==> config.mk <==
export PLATFORM = sky130hd
export DESIGN_NAME = osd_cmd_decoder
export DESIGN_NICKNAME = d
export VERILOG_FILES = /design/src/rtl/osd_cmd_pkg.sv /design/src/rtl/osd_ser_rx.sv /design/src/rtl/osd_cmd_fsm.sv /design/src/rtl/osd_erase_seq.sv /design/src/rtl/osd_cmd_decoder.sv
export SDC_FILE = /design/constraint.sdc
export NUM_CORES = 1
export LEC_CHECK = 0
export CORE_MARGIN = 4
export CORE_UTILIZATION = 35
export CTS_BUF_LIST = sky130_fd_sc_hd__clkbuf_4
export CTS_CLUSTER_SIZE = 28
export DETAILED_ROUTE_END_ITERATION = 7
export GPL_TIMING_DRIVEN = 0
export SLEW_MARGIN = 20
export SYNTH_ARGS = -nofsm -noshare
export SYNTH_HDL_FRONTEND = slang
export SYNTH_SLANG_ARGS = --single-unit
export TNS_END_PERCENT = 5
==> constraint.sdc <==
create_clock -name clk -period 2.86 [get_ports clk]
set_clock_uncertainty 0.05 [all_clocks]
set_input_delay 0.429 -clock clk [delete_from_list [all_inputs] [get_ports clk]]
set_output_delay 0.429 -clock clk [all_outputs]
set_load 0.02 [all_outputs]
==> src/rtl/osd_cmd_pkg.sv <==
package osd_cmd_pkg;

  localparam int BYTE_W = 8;
  localparam int CFG_N  = 9;
  localparam int CFG_W  = 11;
  localparam int SLOT_W = 4;
  localparam logic [7:0] CHAR_ID   = 8'h90;
  localparam logic [7:0] ADDR_ID   = 8'h80;
  localparam logic [7:0] BLANK_VAL = 8'h7F;

  typedef enum logic [1:0] {
    K_NONE,
    K_ADDR,
    K_CHAR,
    K_REG
  } cmd_kind_e;

  function automatic cmd_kind_e decode_kind(input logic [7:0] id);
    if (!id[7])                 return K_NONE;
    if (id[6:4] == 3'b000)      return K_ADDR;
    if (id == CHAR_ID)          return K_CHAR;
    if (id[6:4] == 3'b001)      return K_NONE;
    return K_REG;
  endfunction

  function automatic logic [SLOT_W-1:0] cfg_slot(input logic [7:0] id);
    if (id[6:4] == 3'b111) return 4'd5 + {2'b00, id[3:2]};
    return {1'b0, id[6:4]} - 4'd2;
  endfunction

  function automatic int lin_addr(input int row, input int col, input int cols);
    return row * cols + col;
  endfunction

endpackage

==> src/rtl/osd_ser_rx.sv <==
module osd_ser_rx #(
  parameter int BYTE_W = 8
) (
  input  logic              clk,
  input  logic              rst_n,
  input  logic              cs_n_i,
  input  logic              sclk_i,
  input  logic              sdin_i,
  output logic              byte_vld_o,
  output logic [BYTE_W-1:0] byte_o,
  output logic              cs_rise_o
);
  localparam int CNT_W = $clog2(BYTE_W);

  logic [1:0] cs_sy, ck_sy, dt_sy;
  logic       cs_prev, ck_prev;
  logic [CNT_W-1:0]  cnt_q;
  logic [BYTE_W-1:0] shf_q;
  logic              ck_rise;

  assign ck_rise   = ck_sy[1] & ~ck_prev;
  assign cs_rise_o = cs_sy[1] & ~cs_prev;

  always_ff @(posedge clk or negedge rst_n) begin
    if (!rst_n) begin
      cs_sy      <= 2'b11;
      ck_sy      <= 2'b00;
      dt_sy      <= 2'b00;
      cs_prev    <= 1'b1;
      ck_prev    <= 1'b0;
      cnt_q      <= '0;
      shf_q      <= '0;
      byte_vld_o <= 1'b0;
      byte_o     <= '0;
    end else begin
      cs_sy      <= {cs_sy[0], cs_n_i};
      ck_sy      <= {ck_sy[0], sclk_i};
      dt_sy      <= {dt_sy[0], sdin_i};
      cs_prev    <= cs_sy[1];
      ck_prev    <= ck_sy[1];
      byte_vld_o <= 1'b0;
      if (cs_sy[1]) begin
        cnt_q <= '0;
      end else if (ck_rise) begin
        shf_q <= {shf_q[BYTE_W-2:0], dt_sy[1]};
        if (int'(cnt_q) == BYTE_W - 1) begin
          cnt_q      <= '0;
          byte_vld_o <= 1'b1;
          byte_o     <= {shf_q[BYTE_W-2:0], dt_sy[1]};
        end else begin
          cnt_q <= cnt_q + CNT_W'(1);
        end
      end
    end
  end
endmodule

==> src/rtl/osd_cmd_fsm.sv <==
module osd_cmd_fsm
  import osd_cmd_pkg::*;
#(
  parameter int ROWS   = 12,
  parameter int COLS   = 24,
  parameter int ADDR_W = 9
) (
  input  logic                             clk,
  input  logic                             rst_n,
  input  logic                             byte_vld_i,
  input  logic [7:0]                       byte_i,
  input  logic                             cs_rise_i,
  input  logic                             erase_busy_i,
  output logic                             wr_en_o,
  output logic [ADDR_W-1:0]                wr_addr_o,
  output logic [7:0]                       wr_data_o,
  output logic                             erase_start_o,
  output logic                             locked_o,
  output logic [CFG_N-1:0][CFG_W-1:0]      cfg_o
);
  localparam int ROW_W = $clog2(ROWS);
  localparam int COL_W = $clog2(COLS);

  logic [7:0]       id_q;
  logic             locked_q;
  logic [ROW_W-1:0] row_q;
  logic [COL_W-1:0] col_q;

  cmd_kind_e          kind;
  logic               is_id, is_data, char_go, addr_go, addr_ok, reg_go;
  logic [SLOT_W-1:0]  slot;

  assign kind    = decode_kind(id_q);
  assign is_id   = byte_vld_i && !locked_q && byte_i[7];
  assign is_data = byte_vld_i && !is_id;
  assign char_go = is_data && locked_q && !erase_busy_i;
  assign addr_ok = (int'(id_q[3:0]) < ROWS) && (int'(byte_i[4:0]) < COLS);
  assign addr_go = is_data && !locked_q && (kind == K_ADDR) && addr_ok;
  assign reg_go  = is_data && !locked_q && (kind == K_REG);
  assign slot    = cfg_slot(id_q);
  assign erase_start_o = reg_go && (id_q[6:4] == 3'b100) && id_q[2] && !erase_busy_i;
  assign locked_o = locked_q;

  always_ff @(posedge clk or negedge rst_n) begin
    if (!rst_n) begin
      id_q      <= '0;
      locked_q  <= 1'b0;
      row_q     <= '0;
      col_q     <= '0;
      wr_en_o   <= 1'b0;
      wr_addr_o <= '0;
      wr_data_o <= '0;
    end else begin
      wr_en_o <= 1'b0;
      if (cs_rise_i) begin
        id_q     <= ADDR_ID;
        locked_q <= 1'b0;
      end else if (is_id) begin
        id_q     <= byte_i;
        locked_q <= (byte_i == CHAR_ID);
      end else if (addr_go) begin
        row_q <= ROW_W'(id_q[3:0]);
        col_q <= COL_W'(byte_i[4:0]);
      end else if (char_go) begin
        wr_en_o   <= 1'b1;
        wr_addr_o <= ADDR_W'(lin_addr(int'(row_q), int'(col_q), COLS));
        wr_data_o <= byte_i;
        if (int'(col_q) == COLS - 1) begin
          col_q <= '0;
          row_q <= (int'(row_q) == ROWS - 1) ? '0 : row_q + ROW_W'(1);
        end else begin
          col_q <= col_q + COL_W'(1);
        end
      end
    end
  end

  for (genvar g = 0; g < CFG_N; g++) begin : g_slot
    always_ff @(posedge clk or negedge rst_n) begin
      if (!rst_n)
        cfg_o[g] <= '0;
      else if (reg_go && (slot == SLOT_W'(g)))
        cfg_o[g] <= {id_q[3:0], byte_i[6:0]};
    end
  end
endmodule

==> src/rtl/osd_erase_seq.sv <==
module osd_erase_seq #(
  parameter int CELLS  = 288,
  parameter int ADDR_W = 9
) (
  input  logic              clk,
  input  logic              rst_n,
  input  logic              start_i,
  output logic              busy_o,
  output logic [ADDR_W-1:0] addr_o
);
  always_ff @(posedge clk or negedge rst_n) begin
    if (!rst_n) begin
      busy_o <= 1'b0;
      addr_o <= '0;
    end else if (start_i && !busy_o) begin
      busy_o <= 1'b1;
      addr_o <= '0;
    end else if (busy_o) begin
      if (int'(addr_o) == CELLS - 1) begin
        busy_o <= 1'b0;
        addr_o <= '0;
      end else begin
        addr_o <= addr_o + ADDR_W'(1);
      end
    end
  end
endmodule

==> src/rtl/osd_cmd_decoder.sv <==
module osd_cmd_decoder
  import osd_cmd_pkg::*;
#(
  parameter int ROWS = 12,
  parameter int COLS = 24,
  localparam int CELLS  = ROWS * COLS,
  localparam int ADDR_W = $clog2(CELLS)
) (
  input  logic                   clk,
  input  logic                   rst_n,
  input  logic                   ser_cs_n,
  input  logic                   ser_clk,
  input  logic                   ser_din,
  output logic                   mem_we,
  output logic [ADDR_W-1:0]      mem_addr,
  output logic [7:0]             mem_wdata,
  output logic                   erase_busy,
  output logic [CFG_N*CFG_W-1:0] cfg_flat
);
  logic                        rx_vld;
  logic [7:0]                  rx_byte;
  logic                        cs_rise;
  logic                        chr_we;
  logic [ADDR_W-1:0]           chr_addr;
  logic [7:0]                  chr_data;
  logic                        ers_start;
  logic                        locked;
  logic [ADDR_W-1:0]           ers_addr;
  logic [CFG_N-1:0][CFG_W-1:0] cfg_arr;

  osd_ser_rx #(.BYTE_W(BYTE_W)) u_rx (
    .clk(clk), .rst_n(rst_n),
    .cs_n_i(ser_cs_n), .sclk_i(ser_clk), .sdin_i(ser_din),
    .byte_vld_o(rx_vld), .byte_o(rx_byte), .cs_rise_o(cs_rise)
  );

  osd_cmd_fsm #(.ROWS(ROWS), .COLS(COLS), .ADDR_W(ADDR_W)) u_fsm (
    .clk(clk), .rst_n(rst_n),
    .byte_vld_i(rx_vld), .byte_i(rx_byte), .cs_rise_i(cs_rise),
    .erase_busy_i(erase_busy),
    .wr_en_o(chr_we), .wr_addr_o(chr_addr), .wr_data_o(chr_data),
    .erase_start_o(ers_start), .locked_o(locked), .cfg_o(cfg_arr)
  );

  osd_erase_seq #(.CELLS(CELLS), .ADDR_W(ADDR_W)) u_ers (
    .clk(clk), .rst_n(rst_n),
    .start_i(ers_start), .busy_o(erase_busy), .addr_o(ers_addr)
  );

  assign mem_we    = erase_busy | chr_we;
  assign mem_addr  = erase_busy ? ers_addr : chr_addr;
  assign mem_wdata = erase_busy ? BLANK_VAL : chr_data;
  assign cfg_flat  = cfg_arr;
endmodule

==> results.json, run 1 <==
{
  "clkLatencyLatePin_ns": 0.57,
  "status": "finished, final reports clean",
  "syn_area_per_cell_sq_um": 12.6,
  "gr-usage-all-layers_pct": 15.7,
  "r2r_cells": 8,
  "h-tree-depth": 4,
  "cp.arrival_ns": 2.23,
  "crit_required_ns": 2.38,
  "ant_nets": 0,
  "vias": 5010,
  "layout-drive-gt1-share_pct": 25.3,
  "clkPwrFrac_pct": 33.8,
  "ys.flop_type": "dfrtp_1",
  "max_freq_mhz": 369,
  "nNetsFinal": 751,
  "area_growth_pct": 25.2,
  "root_buffer": "clkbuf_4",
  "die_height_um": 154,
  "grt_max_degree": 99,
  "power.share.sequential_pct": 63.4,
  "cp.buffers_inverters": 2,
  "slowest_stage": "clkdlybuf4s50_1",
  "critical-path-max-stage-delay_ns": 0.54,
  "swShare_pct": 24.9,
  "cellPowerDensity_nw_per_um2": 426,
  "r2r_slack_ns": 0.25,
  "rows": 52,
  "ys_ff_latch": 172,
  "drv_slew": 0,
  "synthArstFlopShare_pct": 100,
  "wl_per_cell_um": 18.1,
  "firstDrtPassIters": 4,
  "cp_max_fo": 10,
  "hold_violations": 0,
  "io-pin-count": 123,
  "portBuffers": 122,
  "syn_nets": 609,
  "grt_overflow": 0,
  "period_share_pct": 94.9,
  "first_iter_violations": 215,
  "cp_num_cells": 3,
  "p_total_mw": 3.96,
  "synth_edf_count": 0,
  "gp_congestion": 0.827,
  "dp_worst_setup_slack_ns": 0.00411,
  "max-clock-path-buffers": 2,
  "dp_hpwl_mm": 12.7,
  "dieArea_sq_um": 23600,
  "syn_inst": 588,
  "yosysWarnings": 0,
  "tightest_slew_ns": 0.766,
  "via_per_inst": 4.94,
  "p_int_mw": 2.97,
  "worstSetupEndpointType": "output port",
  "syn_area_sq_um": 7410,
  "min_period_ns": 2.71,
  "r2r_start": "u_fsm.id_q[3]",
  "p_comb_share_pct": 2.8,
  "setup_viol": 0,
  "final_util_pct": 45.1,
  "worst_setup_path_start_kind": "flop",
  "p_switching_uw": 986,
  "clock-sinks": 172,
  "worst_slack_ns": 0.147,
  "wirelength_mm": 18.3,
  "rsz0062_at_grt": "false",
  "fin_tns_setup_ns": 0,
  "startpoint": "u_ers.busy_o",
  "clk_pin_slew_ns": 0.15,
  "r2r-end": "u_fsm.cfg_o[92]",
  "ir_drop_mv": 0.226,
  "critical_path_class": "reg -> out",
  "cts_tree": "yes",
  "max_cap_viol_count": 0,
  "grt_pass1_vias": 5345,
  "design.core.area_sq_um": 20600,
  "seq_area_frac_synth_pct": 58.1,
  "hold_path_class": "in -> reg",
  "leakagePower_nw": 4.48,
  "grt_pass1_wl_mm": 29.5,
  "n_fill_cell": 1926,
  "initial_core_util_pct": 36.0,
  "die_width_um": 154,
  "slew_headroom_pct": 48.5,
  "path_cells": "buf_2, mux2_2, clkdlybuf4s50_1",
  "antenna_found_initial": 1,
  "crit_path_end": "mem_addr[4]",
  "netlist-cell-type-count": 51,
  "crit_family": "buffers and inverters",
  "drcViolationCount": 0,
  "cts_made_buffers": 17
}
## cell usage in the layout, fill, tap and decap left out, drive strengths merged, types with 4 or more instances in the layout
cell	n
a21oi	20
a22o	4
and3	8
buf	18
clkbuf	42
clkdlybuf4s50	121
clkinv	6
dfrtp	169
ha	14
inv	19
mux2	120
mux2i	10
nand2	60
nand3	7
nand4	6
nor2	25
nor2b	4
nor3	6
o21ai	26
or2	8
xnor2	4
## cell families after synthesis
group	after synthesis	share of synthesized area [%]
compound gates	65	5.15
xor+xnor	7	0.827
fa+ha+maj	16	2.90
buf+inv	55	3.43
flops	172	58.1
mux	130	19.9
simple gates	143	9.62
## power by group through the flow
stage	Sequential (mW)	Clock (mW)	Combinational, mW
detailed placement	2.55	0	0.113
CTS	2.51	1.39	0.115
global placement	2.56	0	0.102
floorplan	2.55	0	0.0458
finish	2.51	1.34	0.109
global route	2.52	1.49	0.126
## state kept, by name, summed over array words and instances (netlist names), 4 cells and up
signal / cells
u_fsm.cfg_o: 99
u_ers.addr_o: 9
u_fsm.wr_addr_o: 9
u_fsm.id_q: 8
u_fsm.wr_data_o: 8
u_rx.byte_o: 8
u_rx.shf_q: 7
u_fsm.col_q: 5
u_fsm.row_q: 4
## through the flow
step	hold slack, ns	cells	area, sq um
final	0.216	1014	9280
after global routing	0.170	1014	9280
after CTS	0.174	1013	9280
after detailed placement	0.285	981	9000
after global placement	0.290	980	8970
after floorplan	0.0834	588	7410
## repair_timing
| action | 4_1_cts | 5_1_grt |
|---|---|---|
| endpoints found under the hold margin | 74 | 0 |
| pin swaps | 0 | 0 |
| buffers inserted | 0 | 0 |
| endpoints found under the setup margin | 18 | 4 |
| resized for setup | 3 | 2 |
| hold buffers | 1 | 0 |
## per-layer routing
layer  wire (um)  vias to the layer above  GRT usage, %
met5           0                        -             0
met4         222                        0          3.95
met3        1450                       20          6.13
met2        8750                      137          25.5
met1        7890                     2524          19.8
li1            -                     2329             -
## worst min path at each step
stage | slack, ns | to | startpoint | depth (start not counted)
4_1_cts | 0.17 | u_rx.cs_sy[0] | ser_cs_n | 1
5_1_grt | 0.17 | u_rx.cs_sy[0] | ser_cs_n | 1
2_1_floorplan | 0.08 | u_ers.addr_o[0] | rst_n | 0
3_5_place_dp | 0.28 | u_rx.dt_sy[1] | u_rx.dt_sy[0] | 0
6_report | 0.22 | u_rx.cs_sy[0] | ser_cs_n | 1
3_3_place_gp | 0.29 | u_rx.ck_sy[1] | u_rx.ck_sy[0] | 0
## layout make-up
cell class                 instances  area (sq um)  area share (%)
antenna                            1          2.50          0.0270
clock buffer                      17           128            1.38
timing repair buffer             124          1260            13.6
buffer                            41           205            2.21
clock inverter                    15           135            1.46
tap                              270           338            3.64
multi-input combinational        361          2850            30.7
inverter                          13          48.8           0.526
sequential                       172          4310            46.4
## synth_stat cells, types with 3 or more instances
| master | instances | area share, % |
|---|---|---|
| inv_1 | 13 | 0.66 |
| and3_1 | 7 | 0.59 |
| nor2_1 | 25 | 1.3 |
| a22o_1 | 4 | 0.47 |
| nor2b_1 | 4 | 0.34 |
| dfrtp_1 | 169 | 57 |
| mux2i_1 | 10 | 1.4 |
| mux2_4 | 7 | 1.4 |
| nand4_1 | 6 | 0.51 |
| dfstp_2 | 3 | 1.1 |
| clkbuf_1 | 25 | 1.3 |
| xnor2_1 | 4 | 0.47 |
| o21ai_0 | 26 | 1.8 |
| mux2_2 | 113 | 17 |
| a21oi_1 | 19 | 1.3 |
| buf_2 | 12 | 0.81 |
| nand2_1 | 60 | 3.0 |
| nor3_1 | 6 | 0.41 |
| ha_1 | 14 | 2.4 |
| or3_1 | 3 | 0.25 |
| nand3_1 | 7 | 0.47 |
| xor2_1 | 3 | 0.35 |
| or2_2 | 8 | 0.68 |
| o31ai_1 | 3 | 0.30 |
Power figures use the tool's default switching activity.
==> run 2: changes to the inputs <==
- SYNTH_HIERARCHICAL: not set -> 1
==> run 2 against run 1 <==
Fmax decreased by 0.44%; cell count rose by 0.79%; via count up 0.50%; combinational power about the same; clock power hardly changed; largest power group unchanged; core utilization shrank 0.34 points; setup slack worse by 0.012 ns; total power is 1.1% higher; cell area grew 1.8%.
==> results.json, run 2 <==
{
  "status": "finished, final reports clean",
  "synth.largest_area_cell": "dfrtp_1",
  "worstSetupEndpointType": "flop",
  "dieArea_sq_um": 23900,
  "antenna_found_initial": 0,
  "grt_overflow": 0,
  "gp_congestion": 0.840,
  "whs_ns": 0.213,
  "wl_met3_um": 866,
  "cp_max_fo": 10,
  "clk_pin_slew_ns": 0.15,
  "wirelength_mm": 18.2,
  "regMostFlops": "u_fsm/cfg_o",
  "multi_input_area_sq_um": 2990,
  "max_freq_mhz": 367,
  "grt_max_degree": 92,
  "setup_viol": 0,
  "ir_drop_mv": 0.324,
  "cellPowerDensity_nw_per_um2": 423,
  "highest_layer": "met4",
  "design.core.area_sq_um": 21100,
  "portBuffers": 122,
  "grt_pass1_wl_mm": 29.6,
  "die_height_um": 155,
  "r2r_slack_ns": 0.13,
  "insertedDiodeCount": 0,
  "hold_path_class": "in -> reg",
  "period_share_pct": 95.3,
  "first_iter_violations": 162,
  "syn_area_per_cell_sq_um": 12.8,
  "drv_slew": 0,
  "synthArstFlopShare_pct": 100,
  "ant_nets": 0,
  "root_buffer": "clkbuf_4",
  "io-pin-count": 123,
  "initial_core_util_pct": 35.7,
  "area_growth_pct": 25.3,
  "h-tree-depth": 4,
  "rsz0062_at_grt": "false",
  "ys_ff_latch": 172,
  "syn_nets": 609,
  "leakagePower_nw": 4.49,
  "yosysMostFrequentCell": "dfrtp_1",
  "syn_area_sq_um": 7540,
  "layout-drive-gt1-share_pct": 26.1,
  "reg_top3": "u_fsm/cfg_o (99), u_ers/addr_o (9), u_fsm/wr_addr_o (9)",
  "clkLatencyLatePin_ns": 0.55,
  "min_period_ns": 2.73,
  "layout_commonest_cell": "dfrtp_1",
  "gr-usage-all-layers_pct": 15.7,
  "dp_hpwl_mm": 12.9,
  "wl_met2_mm": 8.78,
  "synth_edf_count": 0,
  "cts_tree": "yes",
  "n_fill_cell": 1983,
  "syn_inst": 589,
  "ys.flop_type": "dfrtp_1",
  "max-clock-path-buffers": 2,
  "crit_required_ns": 3.26,
  "max_cap_viol_count": 0,
  "cts_made_buffers": 17,
  "seq_area_frac_synth_pct": 57.2,
  "wl_met1_mm": 8.32,
  "firstDrtPassIters": 4,
  "critical_path_class": "reg -> reg",
  "wl_per_cell_um": 17.8,
  "rows": 53,
  "netlist-cell-type-count": 67,
  "ff_latch_area_sq_um": 4310,
  "synth_top_area_share_pct": 56.1,
  "hold_violations": 0,
  "largest_register_ffs": 99,
  "tightest_slew_ns": 0.850,
  "nNetsFinal": 754,
  "drcViolationCount": 0,
  "yosys-top-cells-area": "dfrtp_1, mux2_2, nand2_1",
  "yosysWarnings": 6,
  "synthTopCellsByCount": "dfrtp_1, mux2_2, nand2_1",
  "worst_setup_path_start_kind": "flop",
  "slew_headroom_pct": 43.3,
  "cp.arrival_ns": 3.13,
  "clock-sinks": 172,
  "via_per_inst": 4.93,
  "vias": 5035,
  "final_cell_mix": "dfrtp_1, mux2_2, clkdlybuf4s50_1",
  "grt_pass1_vias": 5406,
  "p_total_mw": 4.00,
  "die_width_um": 155
}
-- run 2: final timing paths --
check                                       end  cells after the start           from
min in group asynchronous       u_ers/addr_o[3]                      2          rst_n
worst min register to register    u_rx/dt_sy[1]                      0  u_rx/dt_sy[0]
worst min-delay path              u_rx/cs_sy[0]                      1       ser_cs_n
max in group asynchronous         u_rx/cs_sy[1]                      3          rst_n
worst max register to register  u_fsm/cfg_o[70]                      9  u_fsm/id_q[5]
worst max-delay path            u_fsm/cfg_o[70]                      9  u_fsm/id_q[5]
-- run 2: cells by family after synthesis --
family	count (synthesis)	synth area share [%]
flip-flops	172	57.2
AND/OR/NAND/NOR	162	11.3
multiplexers	131	19.6
AO/OA/AOI/OAI	54	4.96
buffers and inverters	47	3.20
adder cells (fa/ha/maj)	15	2.69
XOR/XNOR	8	1.11
-- run 2: per-stage QoR --
| stage | util, % | instances | cell area (sq um) | TNS, ns | setup WS [ns] |
|---|---|---|---|---|---|
| CTS | 44.7 | 1020 | 9430 | 0 | 0.0490 |
| floorplan | - | 589 | 7540 | 0 | 0.480 |
| finish | 44.8 | 1022 | 9450 | 0 | 0.135 |
| global placement | 43.2 | 986 | 9100 | -942.91 | -5.53 |
| detailed placement | 43.3 | 987 | 9130 | 0 | 0.186 |
| global route | 44.8 | 1022 | 9450 | 0 | 0.00322 |
-- run 2: power breakdown --
group / leakage [nW] / switching, mW / internal (mW)
clock: 0.153 / 0.909 / 0.465
sequential: 2.36 / 0.0297 / 2.48
combinational: 1.98 / 0.0650 / 0.0474
total: 4.49 / 1.00 / 2.99
-- run 2: cell type report --
class | instances | area share, %
timing repair buffer | 126 | 13.5
sequential | 172 | 45.6
clock inverter | 15 | 1.67
tap | 275 | 3.64
buffer | 36 | 2.12
clock buffer | 17 | 1.35
inverter | 11 | 0.437
multi-input combinational | 370 | 31.6
-- run 2: critical path, cell delays in order (launching register included) --
cell	delay [ns]
dfrtp_1	0.35
buf_2	0.18
buf_2	0.23
inv_1	0.10
ha_1	0.33
a311oi_1	0.29
o221a_2	0.28
o21a_1	0.20
buf_2	0.27
mux2_2	0.37
-- run 2: timing repair --
item / CTS / global route
endpoints found under the setup margin: 10 / 1
hold buffers: 1 / 0
gates resized for setup: 1 / 0
endpoints found under the hold margin: 81 / 0
setup buffers: 0 / 2
-- run 2: routing by layer --
layer	track usage [%]	vias up
li1	-	2361
met1	21.1	2554
met2	25.4	105
met3	3.97	15
met4	4.50	0
met5	0	-
